## config.mk

```make
export PLATFORM = sky130hd
export DESIGN_NAME = oam_cell_gen
export DESIGN_NICKNAME = d
export VERILOG_FILES = /design/src/rtl/oam_cell_pkg.sv /design/src/rtl/oam_hdr_rewrite.sv /design/src/rtl/oam_crc10_unit.sv /design/src/rtl/oam_stat_route.sv /design/src/rtl/oam_cell_gen.sv
export SDC_FILE = /design/constraint.sdc
export NUM_CORES = 1
export LEC_CHECK = 0
export ABC_CLOCK_PERIOD_IN_PS = 3030
export BUFFER_PORTS_ARGS = -buffer_cell sky130_fd_sc_hd__buf_2
export CORE_ASPECT_RATIO = 2
export CORE_MARGIN = 2
export CORE_UTILIZATION = 54
export CTS_CLUSTER_DIAMETER = 150
export DETAILED_ROUTE_END_ITERATION = 16
export GPL_TIMING_DRIVEN = 0
export MAX_ROUTING_LAYER = met4
export PLACE_DENSITY = 0.83
export SETUP_SLACK_MARGIN = 0.05
export SYNTH_ARGS = -nofsm -noshare
export SYNTH_HDL_FRONTEND = slang
export SYNTH_SLANG_ARGS = --single-unit
```

## constraint.sdc

```tcl
create_clock -name clk_i -period 3.03 [get_ports clk_i]
set_input_delay 0.606 -clock clk_i [delete_from_list [all_inputs] [get_ports clk_i]]
set_output_delay 0.606 -clock clk_i [all_outputs]
set_load 0.01 [all_outputs]
```

## src/rtl/oam_cell_pkg.sv

```systemverilog
package oam_cell_pkg;

  localparam logic [9:0] CRC10_POLY  = 10'h233;  // x^9+x^5+x^4+x+1, x^10 implicit
  localparam logic [1:0] OPT_SINGLE  = 2'b01;
  localparam logic [1:0] MODE_RAW    = 2'b01;
  localparam logic [15:0] VCI_F4_SEG = 16'd3;
  localparam logic [15:0] VCI_F4_E2E = 16'd4;
  localparam logic [2:0]  PTI_F5_SEG = 3'b100;
  localparam logic [2:0]  PTI_F5_E2E = 3'b101;

  typedef enum logic [1:0] {ST_IDLE, ST_HDR, ST_PAY} cell_state_e;

  typedef enum logic [2:0] {
    CLS_USER   = 3'd0,
    CLS_F4_SEG = 3'd1,
    CLS_F4_E2E = 3'd2,
    CLS_F5_SEG = 3'd3,
    CLS_F5_E2E = 3'd4
  } cell_class_e;

  typedef struct packed {
    logic        single;
    logic        fmt_err;
    cell_class_e cls;
  } stat_flags_t;

  // one octet of long division, MSB first, augmented form
  function automatic logic [9:0] crc10_byte(input logic [9:0] crc, input logic [7:0] data);
    logic [9:0] r;
    logic       fb;
    r = crc;
    for (int i = 7; i >= 0; i--) begin
      fb = r[9];
      r  = {r[8:0], data[i]};
      if (fb) r = r ^ CRC10_POLY;
    end
    return r;
  endfunction

endpackage

```

## src/rtl/oam_hdr_rewrite.sv

```systemverilog
module oam_hdr_rewrite
  import oam_cell_pkg::*;
(
  input  logic [31:0]  hdr_i,
  input  logic         mod_i,
  input  logic [15:0]  vci_i,
  input  logic [2:0]   pti_i,
  output logic [31:0]  hdr_o,
  output cell_class_e  cls_o
);

  logic [15:0] vci_out;
  logic [2:0]  pti_out;

  assign vci_out = mod_i ? vci_i : hdr_i[19:4];
  assign pti_out = mod_i ? pti_i : hdr_i[3:1];
  assign hdr_o   = {hdr_i[31:20], vci_out, pti_out, hdr_i[0]};

  // F4 identified by VCI first, F5 by PTI
  always_comb begin
    if (vci_out == VCI_F4_SEG)      cls_o = CLS_F4_SEG;
    else if (vci_out == VCI_F4_E2E) cls_o = CLS_F4_E2E;
    else if (pti_out == PTI_F5_SEG) cls_o = CLS_F5_SEG;
    else if (pti_out == PTI_F5_E2E) cls_o = CLS_F5_E2E;
    else                            cls_o = CLS_USER;
  end

endmodule

```

## src/rtl/oam_crc10_unit.sv

```systemverilog
module oam_crc10_unit
  import oam_cell_pkg::*;
#(
  parameter int PAY_OCTETS = 48,
  localparam int IDX_W     = $clog2(PAY_OCTETS)
) (
  input  logic             clk_i,
  input  logic             rst_ni,
  input  logic             clr_i,
  input  logic             adv_i,
  input  logic [IDX_W-1:0] idx_i,
  input  logic [7:0]       data_i,
  output logic [7:0]       data_o
);

  localparam logic [IDX_W-1:0] IDX_HI = IDX_W'(PAY_OCTETS - 2);
  localparam logic [IDX_W-1:0] IDX_LO = IDX_W'(PAY_OCTETS - 1);

  logic [9:0] acc_q, acc_nxt, crc_fin;
  logic [7:0] lo_q, masked;
  logic       at_hi, at_lo;

  assign at_hi = (idx_i == IDX_HI);
  assign at_lo = (idx_i == IDX_LO);

  always_comb begin
    if (at_hi)      masked = {data_i[7:2], 2'b00};
    else if (at_lo) masked = 8'h00;
    else            masked = data_i;
  end

  assign acc_nxt = crc10_byte(acc_q, masked);
  // final octet is known zero: finish the division one octet early
  assign crc_fin = crc10_byte(acc_nxt, 8'h00);

  always_comb begin
    if (at_hi)      data_o = {data_i[7:2], crc_fin[9:8]};
    else if (at_lo) data_o = lo_q;
    else            data_o = data_i;
  end

  always_ff @(posedge clk_i or negedge rst_ni) begin
    if (!rst_ni) begin
      acc_q <= '0;
      lo_q  <= '0;
    end else if (clr_i) begin
      acc_q <= '0;
    end else if (adv_i) begin
      acc_q <= acc_nxt;
      if (at_hi) lo_q <= crc_fin[7:0];
    end
  end

endmodule

```

## src/rtl/oam_stat_route.sv

```systemverilog
module oam_stat_route
  import oam_cell_pkg::*;
#(
  parameter int QID_W = 4
) (
  input  logic             clk_i,
  input  logic             rst_ni,
  input  logic             load_i,
  input  logic             emit_i,
  input  logic             oam_stat_i,
  input  logic [QID_W-1:0] chan_qid_i,
  input  logic [QID_W-1:0] oam_qid_i,
  input  logic [1:0]       opt_i,
  input  logic [1:0]       mode_i,
  input  logic             bom_i,
  input  logic             eom_i,
  input  cell_class_e      cls_i,
  output logic             valid_o,
  output logic [QID_W-1:0] qid_o,
  output stat_flags_t      flags_o
);

  logic [QID_W-1:0] qid_q;
  stat_flags_t      flags_q;
  logic             valid_q;

  always_ff @(posedge clk_i or negedge rst_ni) begin
    if (!rst_ni) begin
      qid_q   <= '0;
      flags_q <= '{single: 1'b0, fmt_err: 1'b0, cls: CLS_USER};
      valid_q <= 1'b0;
    end else begin
      valid_q <= emit_i;
      if (load_i) begin
        qid_q           <= oam_stat_i ? oam_qid_i : chan_qid_i;
        flags_q.single  <= (opt_i == OPT_SINGLE);
        flags_q.fmt_err <= (opt_i != OPT_SINGLE) || (mode_i != MODE_RAW) || bom_i || eom_i;
        flags_q.cls     <= cls_i;
      end
    end
  end

  assign valid_o = valid_q;
  assign qid_o   = qid_q;
  assign flags_o = flags_q;

endmodule

```

## src/rtl/oam_cell_gen.sv

```systemverilog
module oam_cell_gen
  import oam_cell_pkg::*;
#(
  parameter int QID_W      = 4,
  parameter int PAY_OCTETS = 48
) (
  input  logic             clk_i,
  input  logic             rst_ni,
  input  logic             desc_valid_i,
  output logic             desc_ready_o,
  input  logic [31:0]      hdr_i,
  input  logic [1:0]       aal_opt_i,
  input  logic [1:0]       aal_mode_i,
  input  logic             bom_i,
  input  logic             eom_i,
  input  logic             hdr_mod_i,
  input  logic [15:0]      vci_data_i,
  input  logic [2:0]       pti_data_i,
  input  logic             crc_en_i,
  input  logic             oam_stat_i,
  input  logic [QID_W-1:0] chan_qid_i,
  input  logic [QID_W-1:0] oam_qid_i,
  input  logic             pl_valid_i,
  input  logic [7:0]       pl_data_i,
  output logic             pl_ready_o,
  output logic             out_valid_o,
  output logic [7:0]       out_data_o,
  output logic             out_sop_o,
  input  logic             out_ready_i,
  output logic             stat_valid_o,
  output logic [QID_W-1:0] stat_qid_o,
  output logic             stat_single_o,
  output logic             stat_fmt_err_o,
  output logic [2:0]       stat_class_o
);

  localparam int HDR_OCTETS = 4;
  localparam int HIDX_W     = $clog2(HDR_OCTETS);
  localparam int CNT_W      = $clog2(PAY_OCTETS);
  localparam logic [CNT_W-1:0] HDR_LAST = CNT_W'(HDR_OCTETS - 1);
  localparam logic [CNT_W-1:0] PAY_LAST = CNT_W'(PAY_OCTETS - 1);

  cell_state_e      state_q, state_d;
  logic [CNT_W-1:0] cnt_q, cnt_d;
  logic [31:0]      hdr_q, hdr_rw;
  cell_class_e      cls_rw;
  logic             crc_en_q;
  logic             desc_fire, out_fire, last_fire;
  logic [7:0]       crc_data;
  logic [7:0]       hdr_bytes [HDR_OCTETS];
  stat_flags_t      flags;

  oam_hdr_rewrite u_hdr (
    .hdr_i (hdr_i),
    .mod_i (hdr_mod_i),
    .vci_i (vci_data_i),
    .pti_i (pti_data_i),
    .hdr_o (hdr_rw),
    .cls_o (cls_rw)
  );

  for (genvar g = 0; g < HDR_OCTETS; g++) begin : g_hdr_byte
    assign hdr_bytes[g] = hdr_q[8*(HDR_OCTETS-1-g) +: 8];
  end

  assign desc_ready_o = (state_q == ST_IDLE);
  assign desc_fire    = desc_valid_i && desc_ready_o;
  assign out_valid_o  = (state_q == ST_HDR) || ((state_q == ST_PAY) && pl_valid_i);
  assign pl_ready_o   = (state_q == ST_PAY) && out_ready_i;
  assign out_fire     = out_valid_o && out_ready_i;
  assign last_fire    = out_fire && (state_q == ST_PAY) && (cnt_q == PAY_LAST);
  assign out_sop_o    = (state_q == ST_HDR) && (cnt_q == '0);

  always_comb begin
    if (state_q == ST_HDR) out_data_o = hdr_bytes[cnt_q[HIDX_W-1:0]];
    else if (crc_en_q)     out_data_o = crc_data;
    else                   out_data_o = pl_data_i;
  end

  always_comb begin
    state_d = state_q;
    cnt_d   = cnt_q;
    unique case (state_q)
      ST_IDLE: if (desc_valid_i) begin
        state_d = ST_HDR;
        cnt_d   = '0;
      end
      ST_HDR: if (out_fire) begin
        if (cnt_q == HDR_LAST) begin
          state_d = ST_PAY;
          cnt_d   = '0;
        end else begin
          cnt_d = cnt_q + 1'b1;
        end
      end
      ST_PAY: if (out_fire) begin
        if (cnt_q == PAY_LAST) begin
          state_d = ST_IDLE;
          cnt_d   = '0;
        end else begin
          cnt_d = cnt_q + 1'b1;
        end
      end
      default: state_d = ST_IDLE;
    endcase
  end

  always_ff @(posedge clk_i or negedge rst_ni) begin
    if (!rst_ni) begin
      state_q  <= ST_IDLE;
      cnt_q    <= '0;
      hdr_q    <= '0;
      crc_en_q <= 1'b0;
    end else begin
      state_q <= state_d;
      cnt_q   <= cnt_d;
      if (desc_fire) begin
        hdr_q    <= hdr_rw;
        crc_en_q <= crc_en_i;
      end
    end
  end

  oam_crc10_unit #(.PAY_OCTETS(PAY_OCTETS)) u_crc (
    .clk_i  (clk_i),
    .rst_ni (rst_ni),
    .clr_i  (desc_fire),
    .adv_i  (out_fire && (state_q == ST_PAY)),
    .idx_i  (cnt_q),
    .data_i (pl_data_i),
    .data_o (crc_data)
  );

  oam_stat_route #(.QID_W(QID_W)) u_stat (
    .clk_i      (clk_i),
    .rst_ni     (rst_ni),
    .load_i     (desc_fire),
    .emit_i     (last_fire),
    .oam_stat_i (oam_stat_i),
    .chan_qid_i (chan_qid_i),
    .oam_qid_i  (oam_qid_i),
    .opt_i      (aal_opt_i),
    .mode_i     (aal_mode_i),
    .bom_i      (bom_i),
    .eom_i      (eom_i),
    .cls_i      (cls_rw),
    .valid_o    (stat_valid_o),
    .qid_o      (stat_qid_o),
    .flags_o    (flags)
  );

  assign stat_single_o  = flags.single;
  assign stat_fmt_err_o = flags.fmt_err;
  assign stat_class_o   = flags.cls;

endmodule

```

==> impl_metrics.yaml <==
outcome:
  status: "finished, final reports clean"
clock_tree:
  cts_buffers: 9
  cts_tree: "done"
  cts-root-buf: "clkbuf_16"
  cts_sinks: 69
  clk_pin_slew_worst_paths_ns: 0.06
  clk_latency_ns: 0.34
  cts_hold_buf: 0
  ctsHtreeMaxLevel: 3
  clock_path_buffers: 2
worst_setup_path:
  cp-startpoint: "cnt_q[0]"
  r2r_cells: 8
  r2r_setup_slack_ns: 0.68
  start_kind: "flop"
  cpPeakStageDelay_ns: 0.42
  worstPathArrival_ns: 2.28
  endpoint: "out_data_o[1]"
  end_kind: "primary output"
  slowest_stage: "dfrtp_2"
  crit_fanout: 6
  cp_cell_sequence: "buf_4 > ha_2 > nor2_4 > o21ai_1 > xnor2_1 > xnor2_1 > xnor2_1 > o221ai_1 > buf_2"
  cp_num_buf_inv: 2
  worstPathRequired_ns: 2.42
  rr_endpoint: "u_crc.lo_q[5]"
  path_common_cell: "xnor2_1"
  path_delay_family: "XOR/XNOR gates"
  crit_type: "reg2out"
  cp_num_cells: 9
  r2r-start: "state_q[0]"
placement:
  io_buffers: 100
  placed_cells: 628
  dp_hpwl_um: 8410
  gp_congestion: 0.953
logic_synthesis:
  synth_common_cells: "nand2_1 (103), dfrtp_1 (69), o21ai_0 (46)"
  yosysSeqAreaShare_pct: 42.2
  yosysWarnings: 0
  synth_area_per_cell_um2: 9.38
  netlist_area_um2: 4090
  yosys_most_used_dff: "dfrtp_1"
  synthesis.nets: 524
  synthCells: 436
  ys_types: 48
  ys_async_sr_fraction_pct: 100
  yosys-top-cells-area: "dfrtp_1 (42%), nand2_1 (9.5%), mux2i_1 (7.1%)"
  post-synth-top-area-fraction_pct: 42.2
  synth_edf_count: 0
  synth.most_common_cell: "nand2_1"
  synth.largest_area_cell: "dfrtp_1"
  ys_ff_latch: 69
power_and_ir_drop:
  vdd_drop_max_v: 0.000523
  p_per_area_nw_per_um2: 968
  p_int_mw: 2.96
  comb_power_share_pct: 48.3
  power.leakage_nw: 2.53
  seq_power_share_pct: 30.5
  clockPowerShare_pct: 21.3
  power.net_switching_mw: 1.96
  p_sw_share_pct: 39.9
floorplan:
  die_area_um2: 8320
  initial_core_util_pct: 55.8
  chipWidth_um: 65.5
  row_count: 44
  io_pins: 103
  placeableCoreArea_um2: 7320
  die_h_um: 127
sta:
  finalMaxSlewViolations: 0
  final.min_clock_period_ns: 2.89
  final_hold_viol_count: 0
  finalSetupViolCount: 0
  fmax_mhz: 346
  relSlewSlack_pct: 41.8
  tns_ns: 0
  worstMarginPinSlew_ns: 0.872
  finalClockSkew_ns: 0.00748
  finalCritPeriodShare_pct: 95.3
  rsz0062_at_grt: "no"
layout:
  final_cell_count_no_fill: 648
  drive_gt1_share_pct: 27.7
  num_antenna_cells: 0
  filler_cell_count: 565
  area_growth_pct: 24.5
  final_net_count: 639
hold_path:
  hold_class: "in2async"
global_route:
  grt_pass1_wl_um: 17900
  grt_max_degree: 70
  grt_util_met1_pct: 28.2
  antenna_found_initial: 0
  gr-usage-met2_pct: 52.3
  first_global_vias: 3926
  use_met3_pct: 5.81
  grt_overflow_total: 0
  grt_busiest_layer: "met2"
  track_usage_pct: 29.4
routing:
  drtPass1Iterations: 5
  wl_per_cell_um: 16.6
  num_vias: 3607
  avgViaCountPerCell: 5.57
  drtIter0Drc: 285
  detail-route-antenna-nets: 0
  finalWirelength_um: 10800
  post-route-drc-count: 0
flow_run:
  max-cap-violations: 0
[sequential cells by signal (all words and copies together), names as in the netlist]
name	count
u_stat.flags_o	5
cnt_q	6
state_q	2
u_crc.lo_q	8
u_stat.qid_o	4
crc_en_q	1
u_crc.acc_q	10
u_stat.valid_o	1
hdr_bytes	32
[power by group through the flow]
stage          Sequential (mW)  Combinational, mW  Clock [mW]
2_1_floorplan             1.45               1.62           0
3_3_place_gp              1.49               2.16           0
3_5_place_dp              1.51               2.24           0
4_1_cts                   1.50               2.31        1.06
5_1_grt                   1.54               2.64        1.09
6_report                  1.50               2.38        1.05
[logic make-up (layout without fill, tap and decap cells)]
group / Yosys count / in the layout / synth area share, %
and+or+nand+nor: 169 / 169 / 18.5
AOI/OAI and AO/OA: 71 / 71 / 10.3
DFF: 69 / 69 / 42.2
xor gates and xnor gates: 47 / 47 / 10.8
muxes: 42 / 42 / 12.9
buffers and inverters: 31 / 151 / 3.12
adders and majority gates: 7 / 7 / 2.14
[cells in the final DEF, fill, tap and decap left out, drive strengths merged, types with 18 or more instances in the layout]
cell type and instances:
nor2 26, buf 112, mux2i 29, nand2 104, dfrtp 69, xnor2 28, xor2 18, o21ai 47
clkbuf 24
[layout make-up]
cell class,instances,area [um2],share of cell area (%)
well taps,92,115,2.26
clock inverters,7,75.1,1.48
plain buffers,23,110,2.16
inverters,8,30.0,0.590
clock buffers,9,225,4.43
flip-flops and latches,69,1730,34.0
multi-input cells,336,2270,44.6
repair buffers,104,533,10.5
[worst reg2reg max path, cell delays in order, from the launching register on]
cell	delay (ns)
dfrtp_1	0.39
inv_1	0.08
ha_1	0.29
nand2_1	0.16
clkbuf_1	0.46
nand4_1	0.37
clkbuf_1	0.29
nand2_1	0.10
o21ai_0	0.09
[stage by stage]
step	total power [mW]	hold slack, ns	setup slack (ns)	utilization (%)	cell area, um2
detailed placement	3.75	0.466	-0.0939	64.3	4710
CTS	4.87	0.409	0.0289	68.9	5050
global placement	3.65	0.455	0.0180	64.2	4700
global route	5.27	0.449	0.0132	69.5	5090
floorplan	3.08	0.310	0.381	-	4090
finish	4.93	0.362	0.141	69.5	5090
[layer usage]
| metal | vias up | wire [um] |
|---|---|---|
| met5 | - | 0 |
| met4 | 0 | 605 |
| met3 | 46 | 519 |
| met2 | 147 | 5980 |
| met1 | 1693 | 3670 |
| li1 | 1721 | - |
[timing repair]
action	in CTS	in global routing
setup buffers	2	2
gates resized for setup	9	9
pin swaps	1	2
setup endpoints to repair	8	8
gates cloned	0	0
[worst min-delay path by stage]
| stage | startpoint | endpoint | slack, ns |
|---|---|---|---|
| finish | rst_ni | state_q[1] | 0.36 |
| global route | rst_ni | state_q[1] | 0.45 |
| CTS | rst_ni | state_q[1] | 0.41 |
| detailed placement | u_stat.qid_o[1] | u_stat.qid_o[1] | 0.47 |
| global placement | hdr_bytes[26] | hdr_bytes[26] | 0.45 |
| floorplan | rst_ni | cnt_q[0] | 0.31 |
Note: power is estimated with default switching activity, not from simulation.
